--- src/rtl/burst_addr_gen.sv ---
module burst_addr_gen #(
  parameter int ADDR_W = 15,
  parameter int BEAT_W = 2
) (
  input  logic              clk,
  input  logic              rst_n,
  input  logic [ADDR_W-1:0] base_addr,
  input  logic              load,
  input  logic              advance,
  input  logic              ilv_order,
  output logic [ADDR_W-1:0] word_addr,
  output logic              last_beat
);
  localparam int HI_W = ADDR_W - BEAT_W;

  logic [HI_W-1:0]   hi_q;
  logic [BEAT_W-1:0] start_q;
  logic [BEAT_W-1:0] beat_q;
  logic [BEAT_W-1:0] low_bits;

  always_ff @(posedge clk) begin
    if (!rst_n) begin
      hi_q    <= '0;
      start_q <= '0;
      beat_q  <= '0;
    end else if (load) begin
      hi_q    <= base_addr[ADDR_W-1:BEAT_W];
      start_q <= base_addr[BEAT_W-1:0];
      beat_q  <= '0;
    end else if (advance) begin
      beat_q  <= beat_q + 1'b1;
    end
  end

  assign low_bits  = ilv_order ? (start_q ^ beat_q) : (start_q + beat_q);
  assign word_addr = {hi_q, low_bits};
  assign last_beat = &beat_q;
endmodule


--- config.mk ---
export PLATFORM = sky130hd
export DESIGN_NAME = burst_addr_gen
export DESIGN_NICKNAME = d
export VERILOG_FILES = /design/src/rtl/burst_addr_gen.sv
export SDC_FILE = /design/constraint.sdc
export NUM_CORES = 1
export LEC_CHECK = 0
export BUFFER_PORTS_ARGS = -buffer_cell sky130_fd_sc_hd__buf_2
export CAP_MARGIN = 20
export CORE_MARGIN = 2
export CORE_UTILIZATION = 39
export CTS_BUF_LIST = sky130_fd_sc_hd__clkbuf_8 sky130_fd_sc_hd__clkbuf_16
export DETAILED_ROUTE_END_ITERATION = 10
export GPL_TIMING_DRIVEN = 1
export PLACE_DENSITY = 0.84
export RECOVER_POWER = 50
export SYNTH_ARGS = -nofsm -noshare
export SYNTH_HDL_FRONTEND = slang
export SYNTH_SLANG_ARGS = --single-unit
--- constraint.sdc ---
create_clock -name clk -period 1 [get_ports clk]
set_clock_uncertainty 0.1 [all_clocks]
set_input_delay 0.05 -clock clk [delete_from_list [all_inputs] [get_ports clk]]
set_output_delay 0.05 -clock clk [all_outputs]
set_load 0.05 [all_outputs]
==> results.yml, run 1 <==
route:
  remaining_drc_errors: 0
  drtPass1Iterations: 2
  drtAntennaViolNets: 0
  vias: 608
  drtIter0Drc: 1
  vias_per_cell: 4.28
  wl_per_cell_um: 11.0
  drt-total-wl_um: 1570
cells_and_area:
  nets: 140
  final_cell_mix: "buf_2, mux2i_1, nor2b_1, dfxtp_2, dlygate4sd3_1"
  fin_area_mm2: 0.00126
  multi_input_area_um2: 399
  drive_gt1_share_pct: 57.3
  mostFrequentLayoutCell: "buf_2"
  n_antenna_cell: 0
  instances_no_fill: 142
  area.growth.synth_to_final_pct: 77.4
  fillCellCount: 128
  seq_area_um2: 363
worst_setup_path:
  reg2reg_from: "beat_q[0]"
  crit_arrival_ns: 1.18
  start_kind: "flop"
  timing.rr.end: "beat_q[1]"
  crit_chain: "ha_4 -> nor2b_4 -> xnor2_4 -> buf_6"
  cp.depth: 4
  worst_path_max_delay_cell: "dfxtp_2"
  crit_type: "reg2out"
  rr_worst_depth: 5
  critPathMaxFanout: 2
  cpLargestDelayFamily: "flip-flops"
  end_kind: "output pin"
  cpPeakStageDelay_ns: 0.35
  r2r_slack_ns: -0.17
  required_ns: 0.85
  path_buf_inv: 1
sta:
  period_needed_ns: 1.33
  whs_ns: 0.00457
  layout_setup_ws_ns: -0.329
  setup_viol: 5
  maxSlewViolCount: 0
  worst_pin_slew_ns: 0.258
  slew-limit-headroom_pct: 82.8
  period_share_pct: 133
  rsz0062_at_grt: "yes"
  timing.fmax_mhz: 752
  finalHoldViolCount: 0
min_path:
  worstHoldStart: "base_addr[2]"
  hp-class: "in2reg"
  hold_end: "hi_q[0]"
  min_path_cells: 3
cts:
  cts_tree: "yes"
  clk_pin_slew_ns: 0.06
  clock_latency_ns: 0.24
  clk_path_buf_depth: 2
  htreeDepth: 1
  cts_made_buffers: 3
  root_buffer: "clkbuf_8"
  cts_sinks: 17
global_routing:
  grt_pass1_wl_um: 2440
  grt_pass1_vias: 609
  use_met2_pct: 31.7
  antenna_found_initial: 0
  grt_use_total_pct: 16.0
  busiest_layer: "met2"
  overflow: 0
  grt_max_degree: 17
  use_met3_pct: 2.35
  gr-usage-met1_pct: 16.2
die:
  num_io_pins: 36
  start_util_pct: 41.1
  rows: 15
  die_h_um: 46.7
  die-area_mm2: 0.00218
  core_area_mm2: 0.00173
  die_w_um: 46.7
logic_synthesis:
  syn-cell-area_um2: 709
  ys_ff_latch: 17
  ys_types: 10
  yosysTopAreaCell: "dfxtp_1"
  avgSynthCellArea_um2: 11.8
  synthesis.nets: 82
  synthTopCellsByArea: "dfxtp_1, mux2i_1, nor2b_1"
  netlist.area_leader.share_pct: 48.0
  synth_compound_area_share_pct: 0
  synth_simple_gate_area_share_pct: 17.1
  yosysSeqAreaShare_pct: 48.0
  synth-xor-area-share_pct: 3.70
  synth_mux_area_share_pct: 22.6
  synth_top_family_by_area: "multiplexers"
  synthCells: 60
  synth_fa_ha_area_share_pct: 3.53
  ys_warn_count: 0
pwr:
  pwr-share-seq_pct: 44.9
  clockPowerShare_pct: 28.8
  internal_power_mw: 1.19
  p_switching_mw: 0.463
  p_sw_share_pct: 28.0
  ir_drop_mv: 0.822
  power_density_mw_per_mm2: 1320
  combPwrFrac_pct: 26.2
  leakagePower_nw: 0.601
placed_design:
  gp_congestion: 0.694
  post_dp_cell_area_um2: 968
  portBuffers: 35
  dp.final_hpwl_um: 974
  place_inst: 121
flow_run:
  maxCapViolations: 0
status:
  status: "complete, but fails checks"
  failed_checks: "negative setup slack"
==> stage by stage <==
stage / util, % / setup slack [ns] / power, mW / TNS [ns]
floorplan: - / -0.108 / 1.01 / -0.108
global placement: 56.1 / -0.186 / 1.10 / -0.283
detailed placement: 56.1 / -0.207 / 1.11 / -0.340
CTS: 70.9 / -0.342 / 1.67 / -0.922
global route: 72.9 / -0.385 / 1.74 / -1.21
finish: 72.9 / -0.329 / 1.66 / -0.985
==> cell usage after synthesis <==
master / n
dfxtp_1: 17
mux2i_1: 16
nor2b_1: 16
xnor2_1: 3
ha_1: 2
nor2_1: 2
buf_12: 1
buf_2: 1
buf_6: 1
nand2b_4: 1
==> logic make-up after synthesis <==
group	count (synthesis)
xor+xnor	3
buf+inv	3
flops	17
simple gates	19
mux	16
fa+ha+maj	2
==> final cells by class <==
cell class / instances / area share [%]
timing repair buffer: 56 / 33.4
sequential: 17 / 28.8
multi-input combinational: 40 / 31.7
clock buffer: 3 / 3.28
clock inverter: 1 / 0.298
tap: 25 / 2.49
==> worst reg2reg max path: stages (launching register included) <==
cell	delay, ns
dfxtp_4	0.35
buf_4	0.13
buf_6	0.11
ha_4	0.19
mux2i_1	0.13
nor2_1	0.05
==> worst max-delay path by stage <==
stage	start	endpoint	slack (ns)
floorplan	beat_q[0]	word_addr[1]	-0.11
global placement	start_q[0]	word_addr[1]	-0.19
detailed placement	start_q[0]	word_addr[1]	-0.21
CTS	start_q[0]	word_addr[1]	-0.34
global route	start_q[0]	word_addr[1]	-0.38
finish	start_q[0]	word_addr[1]	-0.33
==> flip-flops by register name (all words and copies together), names as in the netlist <==
register,flops
hi_q,13
beat_q,2
start_q,2
==> routing by layer <==
layer | part of all wire, % | wire length (um)
met5 | 0 | 0
met4 | 1.2 | 19
met3 | 2.9 | 46
met2 | 56 | 875
met1 | 40 | 625
==> power by group through the flow <==
stage,registers [mW],clock network [mW],logic (mW)
2_1_floorplan,0.865,0,0.149
3_3_place_gp,0.753,0,0.346
3_5_place_dp,0.755,0,0.353
4_1_cts,0.743,0.500,0.425
5_1_grt,0.748,0.526,0.462
6_report,0.744,0.477,0.435
==> what timing repair did <==
action                     CTS  global route
resized for setup           13             9
hold buffers                15             0
buffers inserted             1             2
setup endpoints to repair    4             8
pin swaps                    1             2
hold endpoints to repair    16             0
(Power assumes the default switching activity.)
==> run 2, diff against run 1 <==
CORE_UTILIZATION = 25   (was 39)
PLACE_DENSITY = 0.62   (was 0.84)
==> run 2 against run 1 <==
  * The run still ends with negative setup slack left
  * Combinational power barely moved
  * Power rose by 0.87%
  * Highest routed layer unchanged
  * Global-route usage decreased by 5.4 points
==> results.yml, run 2 (synthesis results as in run 1) <==
cells_and_area:
  reg_top3: "hi_q: 13 flops, beat_q: 2 flops, start_q: 2 flops"
  nets: 141
  instances_no_fill: 149
  max_flop_register: "hi_q"
  mostFrequentLayoutCell: "buf_2"
  n_antenna_cell: 0
  largest_reg_flops: 13
  area.growth.synth_to_final_pct: 78.3
  drive_gt1_share_pct: 55.1
  final_cell_mix: "buf_2, mux2i_1, dfxtp_2, dlygate4sd3_1, nor2b_1"
cts:
  cts_sinks: 17
  clk_path_buf_depth: 2
  clk_pin_slew_ns: 0.07
  htreeDepth: 1
  cts_made_buffers: 3
  cts_tree: "yes"
  root_buffer: "clkbuf_8"
  clock_latency_ns: 0.25
flow_run:
  maxCapViolations: 0
route:
  drtIter0Drc: 13
  vias: 595
  drt-total-wl_um: 1620
  remaining_drc_errors: 0
  wl_per_cell_um: 10.9
  drtPass1Iterations: 2
  drtAntennaViolNets: 0
  vias_per_cell: 3.99
die:
  die_h_um: 57.3
  rows: 19
  die-area_mm2: 0.00328
  core_area_mm2: 0.00273
  num_io_pins: 36
  die_w_um: 57.3
  start_util_pct: 25.9
sta:
  rsz0062_at_grt: "yes"
  maxSlewViolCount: 0
  period_needed_ns: 1.35
  worst_pin_slew_ns: 0.271
  period_share_pct: 135
  totalNegativeSetupSlack_ns: -0.772
  setup_viol: 4
  layout_setup_ws_ns: -0.354
  slew-limit-headroom_pct: 81.9
  finalHoldViolCount: 0
  timing.fmax_mhz: 738
worst_setup_path:
  rr_worst_depth: 4
  cpPeakStageDelay_ns: 0.36
  crit_chain: "ha_4 -> nor2b_4 -> xnor2_4 -> buf_6"
  crit_arrival_ns: 1.20
  start_kind: "flop"
  required_ns: 0.85
  crit_type: "reg2out"
  end_kind: "output pin"
  critPathMaxFanout: 2
  worst_path_max_delay_cell: "dfxtp_2"
placed_design:
  dp.final_hpwl_um: 1120
  place_inst: 129
  gp_congestion: 0.742
  portBuffers: 35
status:
  failed_checks: "negative setup slack"
  status: "complete, but fails checks"
global_routing:
  grt_pass1_wl_um: 2580
  overflow: 0
  antenna_found_initial: 0
  grt_pass1_vias: 589
  grt_use_total_pct: 10.6
  grt_max_degree: 17
min_path:
  hp-class: "in2reg"
  min_path_cells: 3
pwr:
  leakagePower_nw: 0.596
  ir_drop_mv: 0.658
  power_density_mw_per_mm2: 1320
  total_power_mw: 1.67
run 2: changes by cell type in the layout (fill, tap and decap cells not counted), sizes merged:
cell         previous run  this run
clkbuf                  6        10
dlygate4sd3            15        16
buf                    38        34
run 2: power breakdown:
part / switching (mW) / total (mW) / internal (mW)
Combinational: 0.233 / 0.435 / 0.202
Clock: 0.219 / 0.491 / 0.272
Sequential: 0.0211 / 0.744 / 0.723
Total: 0.473 / 1.67 / 1.20
run 2: timing repair:
item / CTS / global route
buffers inserted: 1 / 0
endpoints found under the hold margin: 17 / 0
setup endpoints to repair: 4 / 12
pin swaps: 2 / 0
hold buffers: 16 / 0
resized for setup: 14 / 7
run 2: per-stage QoR:
step           utilization [%]  cell area, um2  hold slack [ns]  setup slack, ns
2_1_floorplan                -             756           0.0690           -0.108
3_3_place_gp              36.2             991            0.207           -0.190
3_5_place_dp              36.2             991            0.218           -0.242
4_1_cts                   46.0            1260           0.0677           -0.373
5_1_grt                   46.3            1260           0.0976           -0.404
6_report                  46.3            1260           0.0677           -0.354
run 2: per-layer routing:
layer  vias up  global-route usage [%]  part of all wire [%]
met5         -                       0                     0
met3         2                    2.95                   6.8
met4         0                    4.98                  0.49
met2        21                    18.7                    49
met1       262                    11.8                    44
li1        310                       -                     -
run 2: layout make-up:
class / instances / area [um2]
clock buffer: 3 / 41.3
clock inverter: 1 / 3.75
fill: 267 / 1470
multi-input combinational: 40 / 384
sequential: 17 / 360
tap: 31 / 38.8
timing repair buffer: 57 / 437
run 2: worst paths after layout:
check | startpoint | to | slack [ns]
max reg2reg | beat_q[0] | beat_q[1] | -0.10
min reg2reg | hi_q[12] | hi_q[12] | 0.40
min | rst_n | beat_q[0] | 0.07
max | beat_q[0] | word_addr[1] | -0.35
run 2: critical path: cells and delay by family, from the launching register on:
family / cells / cell delay [ns]
and+or+nand+nor: 1 / 0.18
adders and majority gates: 1 / 0.12
xor gates and xnor gates: 1 / 0.13
DFF: 1 / 0.36
buffers and inverters: 1 / 0.17
==> run 3, diff against run 2 <==
PLACE_DENSITY = 0.51   (was 0.62)
==> run 3 against run 2 <==
  * The run still ends with negative setup slack left
  * Die area is the same
  * Combinational power up 3%
  * Critical path depth is the same
  * Hold slack better by 0.0080 ns
==> results.yml, run 3 (synthesis results as in run 1) <==
die:
  die_w_um: 57.3
  die-area_mm2: 0.00328
  start_util_pct: 25.9
  core_area_mm2: 0.00273
  rows: 19
  num_io_pins: 36
  die_h_um: 57.3
sta:
  finalHoldViolCount: 0
  period_share_pct: 134
  slew-limit-headroom_pct: 80.6
  setup_viol: 5
  timing.fmax_mhz: 744
  period_needed_ns: 1.34
  maxSlewViolCount: 0
  rsz0062_at_grt: "yes"
  layout_setup_ws_ns: -0.343
  worst_pin_slew_ns: 0.292
worst_setup_path:
  required_ns: 0.85
  critPathMaxFanout: 2
  end_kind: "output pin"
  crit_arrival_ns: 1.19
  crit_type: "reg2out"
  start_kind: "flop"
cells_and_area:
  drive_gt1_share_pct: 58.0
  final_cell_mix: "buf_2, mux2i_1, dlygate4sd3_1"
  area.growth.synth_to_final_pct: 84.7
  reg_top3: "hi_q: 13 flops, beat_q: 2 flops, start_q: 2 flops"
  nets: 142
  n_antenna_cell: 0
  mostFrequentLayoutCell: "buf_2"
  fillCellCount: 255
  largest_reg_flops: 13
  max_flop_register: "hi_q"
  final_util_pct: 47.9
flow_run:
  maxCapViolations: 0
min_path:
  hp-class: "in2reg"
cts:
  root_buffer: "clkbuf_8"
  htreeDepth: 1
  clk_path_buf_depth: 2
  cts_sinks: 17
  clock_latency_ns: 0.24
  cts_tree: "yes"
  cts_made_buffers: 3
  clk_pin_slew_ns: 0.06
global_routing:
  grt_pass1_wl_um: 2540
  grt_max_degree: 17
  overflow: 0
  grt_use_total_pct: 10.2
  grt_pass1_vias: 604
  antenna_found_initial: 0
status:
  failed_checks: "negative setup slack"
  status: "complete, but fails checks"
placed_design:
  dp.final_hpwl_um: 997
  gp_congestion: 0.716
  portBuffers: 35
route:
  drt-total-wl_um: 1520
  vias_per_cell: 4.09
  drtAntennaViolNets: 0
  drtIter0Drc: 7
  remaining_drc_errors: 0
  vias: 613
  wl_per_cell_um: 10.1
  drtPass1Iterations: 2
pwr:
  total_power_mw: 1.69
  leakagePower_nw: 0.607
  ir_drop_mv: 0.881
  power_density_mw_per_mm2: 1290
run 3: cell count changes in the layout (fill, tap and decap cells not counted), moves of 2 or more:
cell      change
buf_2         -6
clkbuf_4      +6
xnor2_1       -2
xnor2_2       +2
run 3: timing repair:
| item | CTS | global route |
|---|---|---|
| pin swaps | 2 | 0 |
| hold buffers | 16 | 0 |
| endpoints found under the hold margin | 17 | 0 |
| cloned | 0 | 0 |
| gates resized for setup | 12 | 18 |
| buffers inserted | 0 | 2 |
| setup endpoints to repair | 4 | 17 |
run 3: where the power goes:
part / internal, mW / switching, mW
clock network: 0.276 / 0.225
registers: 0.722 / 0.0228
logic: 0.215 / 0.235
run 3: routing by layer:
metal  vias up  global-route usage, %  routed length (um)
li1        313                      -                   -
met1       271                   13.0                 699
met2        29                   15.3                 695
met3         0                   4.08                 126
met4         0                   3.99                   0
met5         -                      0                   0
run 3: worst paths after layout:
path / from / end / slack (ns) / cells past startpoint
max reg2reg: beat_q[0] / beat_q[1] / -0.19 / 5
min: rst_n / beat_q[0] / 0.08 / 3
max: beat_q[0] / word_addr[1] / -0.34 / 4
min reg2reg: hi_q[10] / hi_q[10] / 0.41 / 2
run 3: area by class of cell:
cell class | count | area [um2] | area share (%)
Timing Repair Buffer | 58 | 463 | 35.3
Tap cell | 31 | 38.8 | 2.96
Sequential cell | 17 | 363 | 27.7
Multi-Input combinational cell | 40 | 399 | 30.5
Clock inverter | 1 | 5.00 | 0.382
Clock buffer | 3 | 41.3 | 3.15
run 3: critical path, stage by stage, from the launching register on:
cell,delay [ns]
dfxtp_4,0.36
ha_4,0.12
nor2b_4,0.17
xnor2_4,0.13
buf_6,0.17
run 3: through the flow:
step | hold WS [ns] | instance area (um2) | setup WS, ns | setup TNS [ns] | instances
5_1_grt | 0.0767 | 1310 | -0.410 | -1.29 | 150
3_5_place_dp | 0.216 | 983 | -0.217 | -0.329 | 128
2_1_floorplan | 0.0690 | 756 | -0.108 | -0.108 | 60
3_3_place_gp | 0.207 | 983 | -0.192 | -0.294 | 128
6_report | 0.0758 | 1310 | -0.343 | -1.06 | 150
4_1_cts | 0.0756 | 1240 | -0.355 | -0.769 | 148
